$ cat config.mk
export PLATFORM = sky130hd
export DESIGN_NAME = rst_seq
export DESIGN_NICKNAME = d
export VERILOG_FILES = /design/src/rtl/rst_seq.sv
export SDC_FILE = /design/constraint.sdc
export NUM_CORES = 1
export LEC_CHECK = 0
export ABC_AREA = 1
export BUFFER_PORTS_ARGS = -buffer_cell sky130_fd_sc_hd__buf_2
export CAP_MARGIN = 20
export CORE_AREA = 2 2 67 85
export CTS_CLUSTER_DIAMETER = 200
export CTS_CLUSTER_SIZE = 8
export DETAILED_ROUTE_END_ITERATION = 10
export DIE_AREA = 0 0 69 87
export GPL_TIMING_DRIVEN = 0
export HOLD_SLACK_MARGIN = 0.1
export PLACE_DENSITY = 0.76
export SKIP_CTS_REPAIR_TIMING = 1
export SYNTH_ARGS = -nofsm -noshare
export SYNTH_HDL_FRONTEND = slang
export SYNTH_SLANG_ARGS = --single-unit
$ cat constraint.sdc
create_clock -name clk -period 3.9 [get_ports clk]
set_input_delay 0 -clock clk [delete_from_list [all_inputs] [get_ports clk]]
set_output_delay 0 -clock clk [all_outputs]
set_load 0.005 [all_outputs]
$ cat src/rtl/rst_seq.sv
module rst_seq #(
  parameter int              HOLD_CYCLES = 8,
  parameter int              PC_W        = 20,
  parameter logic [PC_W-1:0] VEC_BASE    = 20'hFFFFC
) (
  input  logic            clk,
  input  logic            pin_rst_n,
  input  logic            cfg_we,
  input  logic [4:0]      cfg_wdata,
  input  logic            clk_main_sel,
  input  logic            clk_main_stable,
  input  logic            wdt_uflow,
  input  logic            osc_stop,
  output logic            mem_req,
  output logic [PC_W-1:0] mem_addr,
  input  logic            mem_ack,
  input  logic [7:0]      mem_rdata,
  output logic            sys_rst,
  output logic            regs_clear,
  output logic            sfr_rst_all,
  output logic            sfr_rst_part,
  output logic            cpu_run,
  output logic            pc_load,
  output logic [PC_W-1:0] pc_value,
  output logic [1:0]      proc_mode,
  output logic [2:0]      rst_cause,
  output logic            sw_err
);
  localparam int VEC_BYTES = (PC_W + 7) / 8;
  localparam int CNT_W     = $clog2(HOLD_CYCLES + 1);
  localparam int BI_W      = (VEC_BYTES > 1) ? $clog2(VEC_BYTES) : 1;
  localparam logic [2:0] C_PIN = 3'b001, C_SW = 3'b010, C_WDT = 3'b011, C_OSC = 3'b100;

  typedef enum logic [1:0] {S_HOLD, S_FETCH, S_RUN} st_t;

  st_t                        st;
  logic [CNT_W-1:0]           cnt;
  logic [BI_W-1:0]            bidx;
  logic [(VEC_BYTES-1)*8-1:0] vbuf;
  logic                       cold, wdt_en, osc_nores;

  wire running = (st == S_RUN);
  wire clk_ok  = clk_main_sel & clk_main_stable;
  wire sw_hit  = running & cfg_we & cfg_wdata[2];
  wire t_osc   = running & osc_stop & ~osc_nores;
  wire t_wdt   = running & wdt_uflow & wdt_en;
  wire t_sw    = sw_hit & clk_ok;
  wire last_b  = (bidx == BI_W'(VEC_BYTES - 1));

  assign sys_rst      = (st == S_HOLD);
  assign regs_clear   = sys_rst;
  assign sfr_rst_all  = sys_rst & cold;
  assign sfr_rst_part = sys_rst & ~cold;
  assign cpu_run      = running;
  assign mem_req      = (st == S_FETCH);
  assign mem_addr     = VEC_BASE + PC_W'(bidx);

  always_ff @(posedge clk or negedge pin_rst_n) begin
    if (!pin_rst_n) begin
      st        <= S_HOLD;
      cnt       <= '0;
      bidx      <= '0;
      vbuf      <= '0;
      cold      <= 1'b1;
      rst_cause <= C_PIN;
      proc_mode <= 2'b00;
      wdt_en    <= 1'b0;
      osc_nores <= 1'b0;
      pc_value  <= '0;
      pc_load   <= 1'b0;
      sw_err    <= 1'b0;
    end else begin
      pc_load <= 1'b0;
      sw_err  <= sw_hit & ~clk_ok;
      case (st)
        S_HOLD: begin
          if (cnt == CNT_W'(HOLD_CYCLES - 1)) begin
            st   <= S_FETCH;
            cnt  <= '0;
            bidx <= '0;
          end else begin
            cnt <= cnt + 1'b1;
          end
        end
        S_FETCH: begin
          if (mem_ack) begin
            if (last_b) begin
              pc_value <= PC_W'({mem_rdata, vbuf});
              pc_load  <= 1'b1;
              cold     <= 1'b0;
              st       <= S_RUN;
            end else begin
              vbuf[bidx*8 +: 8] <= mem_rdata;
              bidx              <= bidx + 1'b1;
            end
          end
        end
        S_RUN: begin
          if (t_osc | t_wdt | t_sw) begin
            st        <= S_HOLD;
            cnt       <= '0;
            cold      <= 1'b0;
            rst_cause <= t_osc ? C_OSC : (t_wdt ? C_WDT : C_SW);
          end else if (cfg_we) begin
            proc_mode <= cfg_wdata[1:0];
            wdt_en    <= cfg_wdata[3];
            osc_nores <= cfg_wdata[4];
          end
        end
        default: st <= S_HOLD;
      endcase
    end
  end
endmodule

* After elaboration in Yosys (flattened, before gate mapping)
Index checks and enable logic that the tools add are counted.
** Word-level totals
- Flip-flop bits (word level) :: 54
- Input bits :: 21
- Output and inout port bits :: 53
** Operators by class
- Add/sub/neg operators :: 4
- Eq/ne operators :: 9
- Shift operators :: 2
- Multiplexer cells :: 22
- Bitwise gates (word level) :: 18
- Reduce and logical (&&, ||, !) cells :: 12
** Operators by type and width (number)
- 5-bit negator with 34-bit output :: 1
- 8-bit by 34-bit variable shift with 16-bit output (first input constant) :: 1
- 8-bit by 34-bit variable part select with 16-bit output :: 1
- 16-bit bitwise mux :: 1
- 2-bit two-way mux :: 7
- 4-bit AND reduction :: 3
- 1-bit AND :: 11
- 3-bit AND reduction :: 3
- 4-bit two-way mux :: 2
- 2-bit by 1-bit != test with 1-bit output (second input constant) :: 4
- 4-bit case mux with 2 select lines :: 1
- 1-bit two-way mux :: 7
- 2-bit case mux with 3 select lines :: 1
- 2-bit nonzero test :: 3
- 1-bit NOT :: 5
- 3-bit by 3-bit adder with 4-bit output (first input constant) :: 1
- 4-bit by 1-bit adder with 4-bit output (second input constant) :: 1
- 2-bit == test (second input constant) :: 2
- 4-bit by 3-bit == test with 1-bit output (second input constant) :: 1
- 2-bit case mux with 2 select lines :: 1
- 2-bit AND reduction :: 2
- 3-bit two-way mux :: 1
- 2-bit by 1-bit adder with 2-bit output (second input constant) :: 1
- 2-bit by 1-bit == test with 1-bit output (second input constant) :: 1
- 4 further kinds :: 5

* Longest topological paths before layout
- Depth after elaboration :: 7
- Mapped depth :: 8
- Mapped depth without buffers :: 8

* Worst setup path before layout
Ideal clock, no wire load.
- Path type :: flip-flop to flip-flop
- Start :: register bidx[0]
- End :: register pc_value[10]
- Library setup time :: 0.116 ns
- Arrival :: 1.392 ns
- Data required time :: 3.784 ns
- Setup slack :: 2.391 ns
- Stages on the path, launching flop included :: 9
- Buffers on the path :: 1
- Path through :: dfrtp_1 inv_1 ha_1 inv_1 nor3_4 inv_2 buf_2 nand2_1 nand2_1
** On the way
- Cells in the longest elaborated chain, start to end :: 2
** Ends and longest elaborated chain
- start: declaration :: line 38 : logic [BI_W-1:0] bidx;
- start signal: assignment :: line 94 : bidx <= bidx + 1'b1;
- 2-bit == test :: line 48 : wire last_b = (bidx == BI_W'(VEC_BYTES - 1));
- 3-bit AND reduction (no line)
- end signal: assignment :: line 88 : pc_value <= PC_W'({mem_rdata, vbuf});
- end: declaration :: line 24 : output logic [PC_W-1:0] pc_value,
Every way passes these cells.
A chain may end at the register's enable or synchronous reset.

* Worst setup path in the final report
- Start :: register bidx[0]
- End :: register vbuf[4]
** On the way
- Cells in the longest elaborated chain, start to end :: 3
** Ends and longest elaborated chain
- 5-bit negator with 34-bit output / 2-bit == test (equally long branches) :: line 93, 48
- 8-bit by 34-bit variable part select with 16-bit output, or another cell as far along :: line 93 : vbuf[bidx*8 +: 8] <= mem_rdata;
- 16-bit bitwise mux / 3-bit AND reduction (equally long branches)
- end signal: indexed assignment :: line 93
- end: declaration :: line 39 : logic [(VEC_BYTES-1)*8-1:0] vbuf;
Parallel ways exist; a longest one is shown, timed or not.

==> impl_metrics.py <==
metrics = {
    "yosys": {
        "synth-simple-area-share_pct": 27.4,
        "ys_warn_count": 0,
        "synth.area.mux_share_pct": 0,
        "yosys_register_bits": 54,
        "ys_types": 23,
        "synth-xor-area-share_pct": 0.346,
        "synth_fa_ha_area_share_pct": 1.98,
        "synth_area_um2": 2530,
        "yosysSeqAreaShare_pct": 53.5,
        "synth_top_family_by_area": "simple AND/OR/NAND/NOR gates",
        "synth-compound-area-share_pct": 6.32,
        "synth_cells": 291,
        "synth.avg_cell_area_um2": 8.70,
    },
    "finish": {
        "syn_to_final_growth_pct": 31.2,
        "drive_gt1_share_pct": 29.5,
        "antenna_cells": 0,
        "multi_input_area_um2": 980,
        "fill_cells": 450,
        "nets": 420,
        "seqCellArea_um2": 1350,
        "fin_area_um2": 3320,
        "post-route-util_pct": 63.2,
    },
    "power": {
        "p_leak_nw": 1.84,
        "power_mw": 2.13,
        "powerDensity_nw_per_um2": 642,
        "ir_drop_uv": 273,
    },
    "clock_tree": {
        "insertion_delay_ns": 0.30,
        "clk_pin_slew_ns": 0.09,
        "cts_tree": "done",
        "numCtsBuffers": 5,
        "clkSinkCount": 54,
        "cts-root-buf": "clkbuf_8",
        "cts-htree-levels": 2,
        "clk_path_buf_depth": 2,
    },
    "timing": {
        "finalSetupTns_ns": 0,
        "rsz0062_at_grt": "no",
        "drv_slew": 0,
        "worst_slew_margin_rel_pct": 61.5,
        "min_period_ns": 1.78,
        "worstMarginPinSlew_ns": 0.575,
        "hold_viol": 0,
        "max_freq_mhz": 563,
        "period_share_pct": 45.6,
        "skew_ns": 0.00877,
        "setup_viol": 0,
    },
    "floorplanning": {
        "fp.dieH_um": 87,
        "core.rowCount": 30,
        "ioPinCount": 74,
        "start_util_pct": 48.2,
        "die_w_um": 69,
        "core_um2": 5260,
        "dieArea_um2": 6000,
    },
    "grt": {
        "grt_pass1_vias": 1951,
        "grt_usage_pct": 17.3,
        "grt_overflow": 0,
        "antenna_found_initial": 0,
        "grt_first_pass_wirelength_um": 8360,
        "grt_max_degree": 40,
    },
    "placement": {
        "dpl_cell_area_um2": 2970,
        "port_buffers": 55,
        "gp_congestion": 0.794,
        "dpl.hpwl_um": 3830,
    },
    "route": {
        "vias": 2125,
        "drtIter0Drc": 111,
        "drt-wirelength-per-cell_um": 11.7,
        "wl_um": 5370,
        "drc_errors": 0,
        "dr.pass1.iters": 4,
        "routed_via_density": 4.62,
        "postRouteAntennaNets": 0,
    },
    "outcome": {
        "status": "finished, final reports clean",
    },
    "worst_setup_path": {
        "critPathLaunchType": "flip-flop",
        "cp.required_ns": 4.13,
        "reg2regPathDepth": 5,
        "path_max_fanout": 8,
        "ff2ff_setup_slack_ns": 2.12,
        "r2r-end": "vbuf[4]",
        "worstReg2RegStart": "bidx[0]",
        "cp_slowest_cell": "dfrtp_1",
        "critical_path_class": "reg2reg",
        "max_stage_delay_ns": 0.48,
        "arrival_ns": 2.00,
        "crit_chain": "inv_1 > ha_1 > nor2_1 > nand2_1 > o21ai_2",
        "crit_path_end_kind": "flip-flop",
    },
    "min_path": {
        "min_path_type": "in2async",
    },
    "flow_run": {
        "cap_violations": 0,
    },
}
-- kinds of logic after synthesis --
logic type / count (synthesis)
xor+xnor: 1
simple gates: 167
other cells: 1
flops: 54
fa+ha+maj: 4
buf+inv: 44
compound gates: 20
-- worst max-delay path by stage --
stage | slack (ns) | to | start | cells after the start
global route | 1.96 | vbuf[4] | bidx[0] | 5
detailed placement | 2.13 | vbuf[7] | bidx[0] | 5
floorplan | 2.39 | pc_value[10] | bidx[0] | 8
finish | 2.12 | vbuf[4] | bidx[0] | 5
global placement | 2.19 | pc_value[6] | bidx[0] | 8
CTS | 2.12 | pc_value[1] | bidx[0] | 8
-- cell usage in the layout, fill, tap and decap left out, types with 2 or more instances in the layout --
cell,n
clkbuf_8,8
nand2_2,3
o21ai_0,2
nand2_1,130
nand4_1,5
dfrtp_1,52
buf_4,21
nor3_4,2
conb_1,18
ha_1,4
buf_6,2
nor3_1,2
nand3_1,11
nor2_1,12
inv_1,15
dfstp_2,2
dlygate4sd3_1,24
buf_2,58
o21ai_2,16
inv_2,3
-- report_power, final --
part | internal, mW | switching (mW)
Sequential | 0.808 | 0.146
Clock | 0.179 | 0.168
Combinational | 0.356 | 0.476
-- state kept, by name, summed over array words and instances, names as in the netlist, 2 cells and up --
name / flops
rst_cause: 3
proc_mode: 2
cnt: 4
vbuf: 16
pc_value: 20
bidx: 2
st: 2
-- metal layers --
layer	wire length [um]	vias up	track usage (%)
met5	0	-	0
met4	121	0	5.88
met1	2200	993	19.5
li1	-	1074	-
met2	2870	50	32.6
met3	183	8	3.24
-- cell type report --
class	count	share of cell area, %
multi-input cells	210	29.5
clock buffers	8	3.31
well taps	64	2.41
inverters	18	2.03
flip-flops and latches	54	40.8
repair buffers	80	16.1
plain buffers	26	5.88
-- critical path: cells and delay by family (launching register included) --
family	cells	cell delay, ns
compound gates	1	0.16
fa+ha+maj	1	0.34
buf+inv	1	0.11
flops	1	0.48
simple gates	2	0.61
-- metrics by stage --
stage               worst slack, ns  hold WS (ns)  std cells
finish                         2.12         0.137        460
global route                   1.96         0.155        460
CTS                            2.12        -0.389        436
detailed placement             2.13       -0.0597        428
global placement               2.19         0.238        427
floorplan                      2.39        -0.296        308
-- synthesized netlist by cell type, drive strengths merged --
| cell type | count | share of area [%] |
|---|---|---|
| a21oi | 1 | 0.20 |
| buf | 26 | 7.7 |
| conb | 1 | 0.15 |
| dfrtp | 52 | 51 |
| dfstp | 2 | 2.1 |
| ha | 4 | 2.0 |
| inv | 18 | 2.7 |
| nand2 | 133 | 20 |
| nand3 | 11 | 2.2 |
| nand4 | 5 | 1.2 |
| nor2 | 13 | 2.0 |
| nor3 | 4 | 1.7 |
| o21ai | 19 | 6.1 |
| or2 | 1 | 0.25 |
| xor2 | 1 | 0.35 |
No activity file was read; power rests on OpenSTA's default activity.
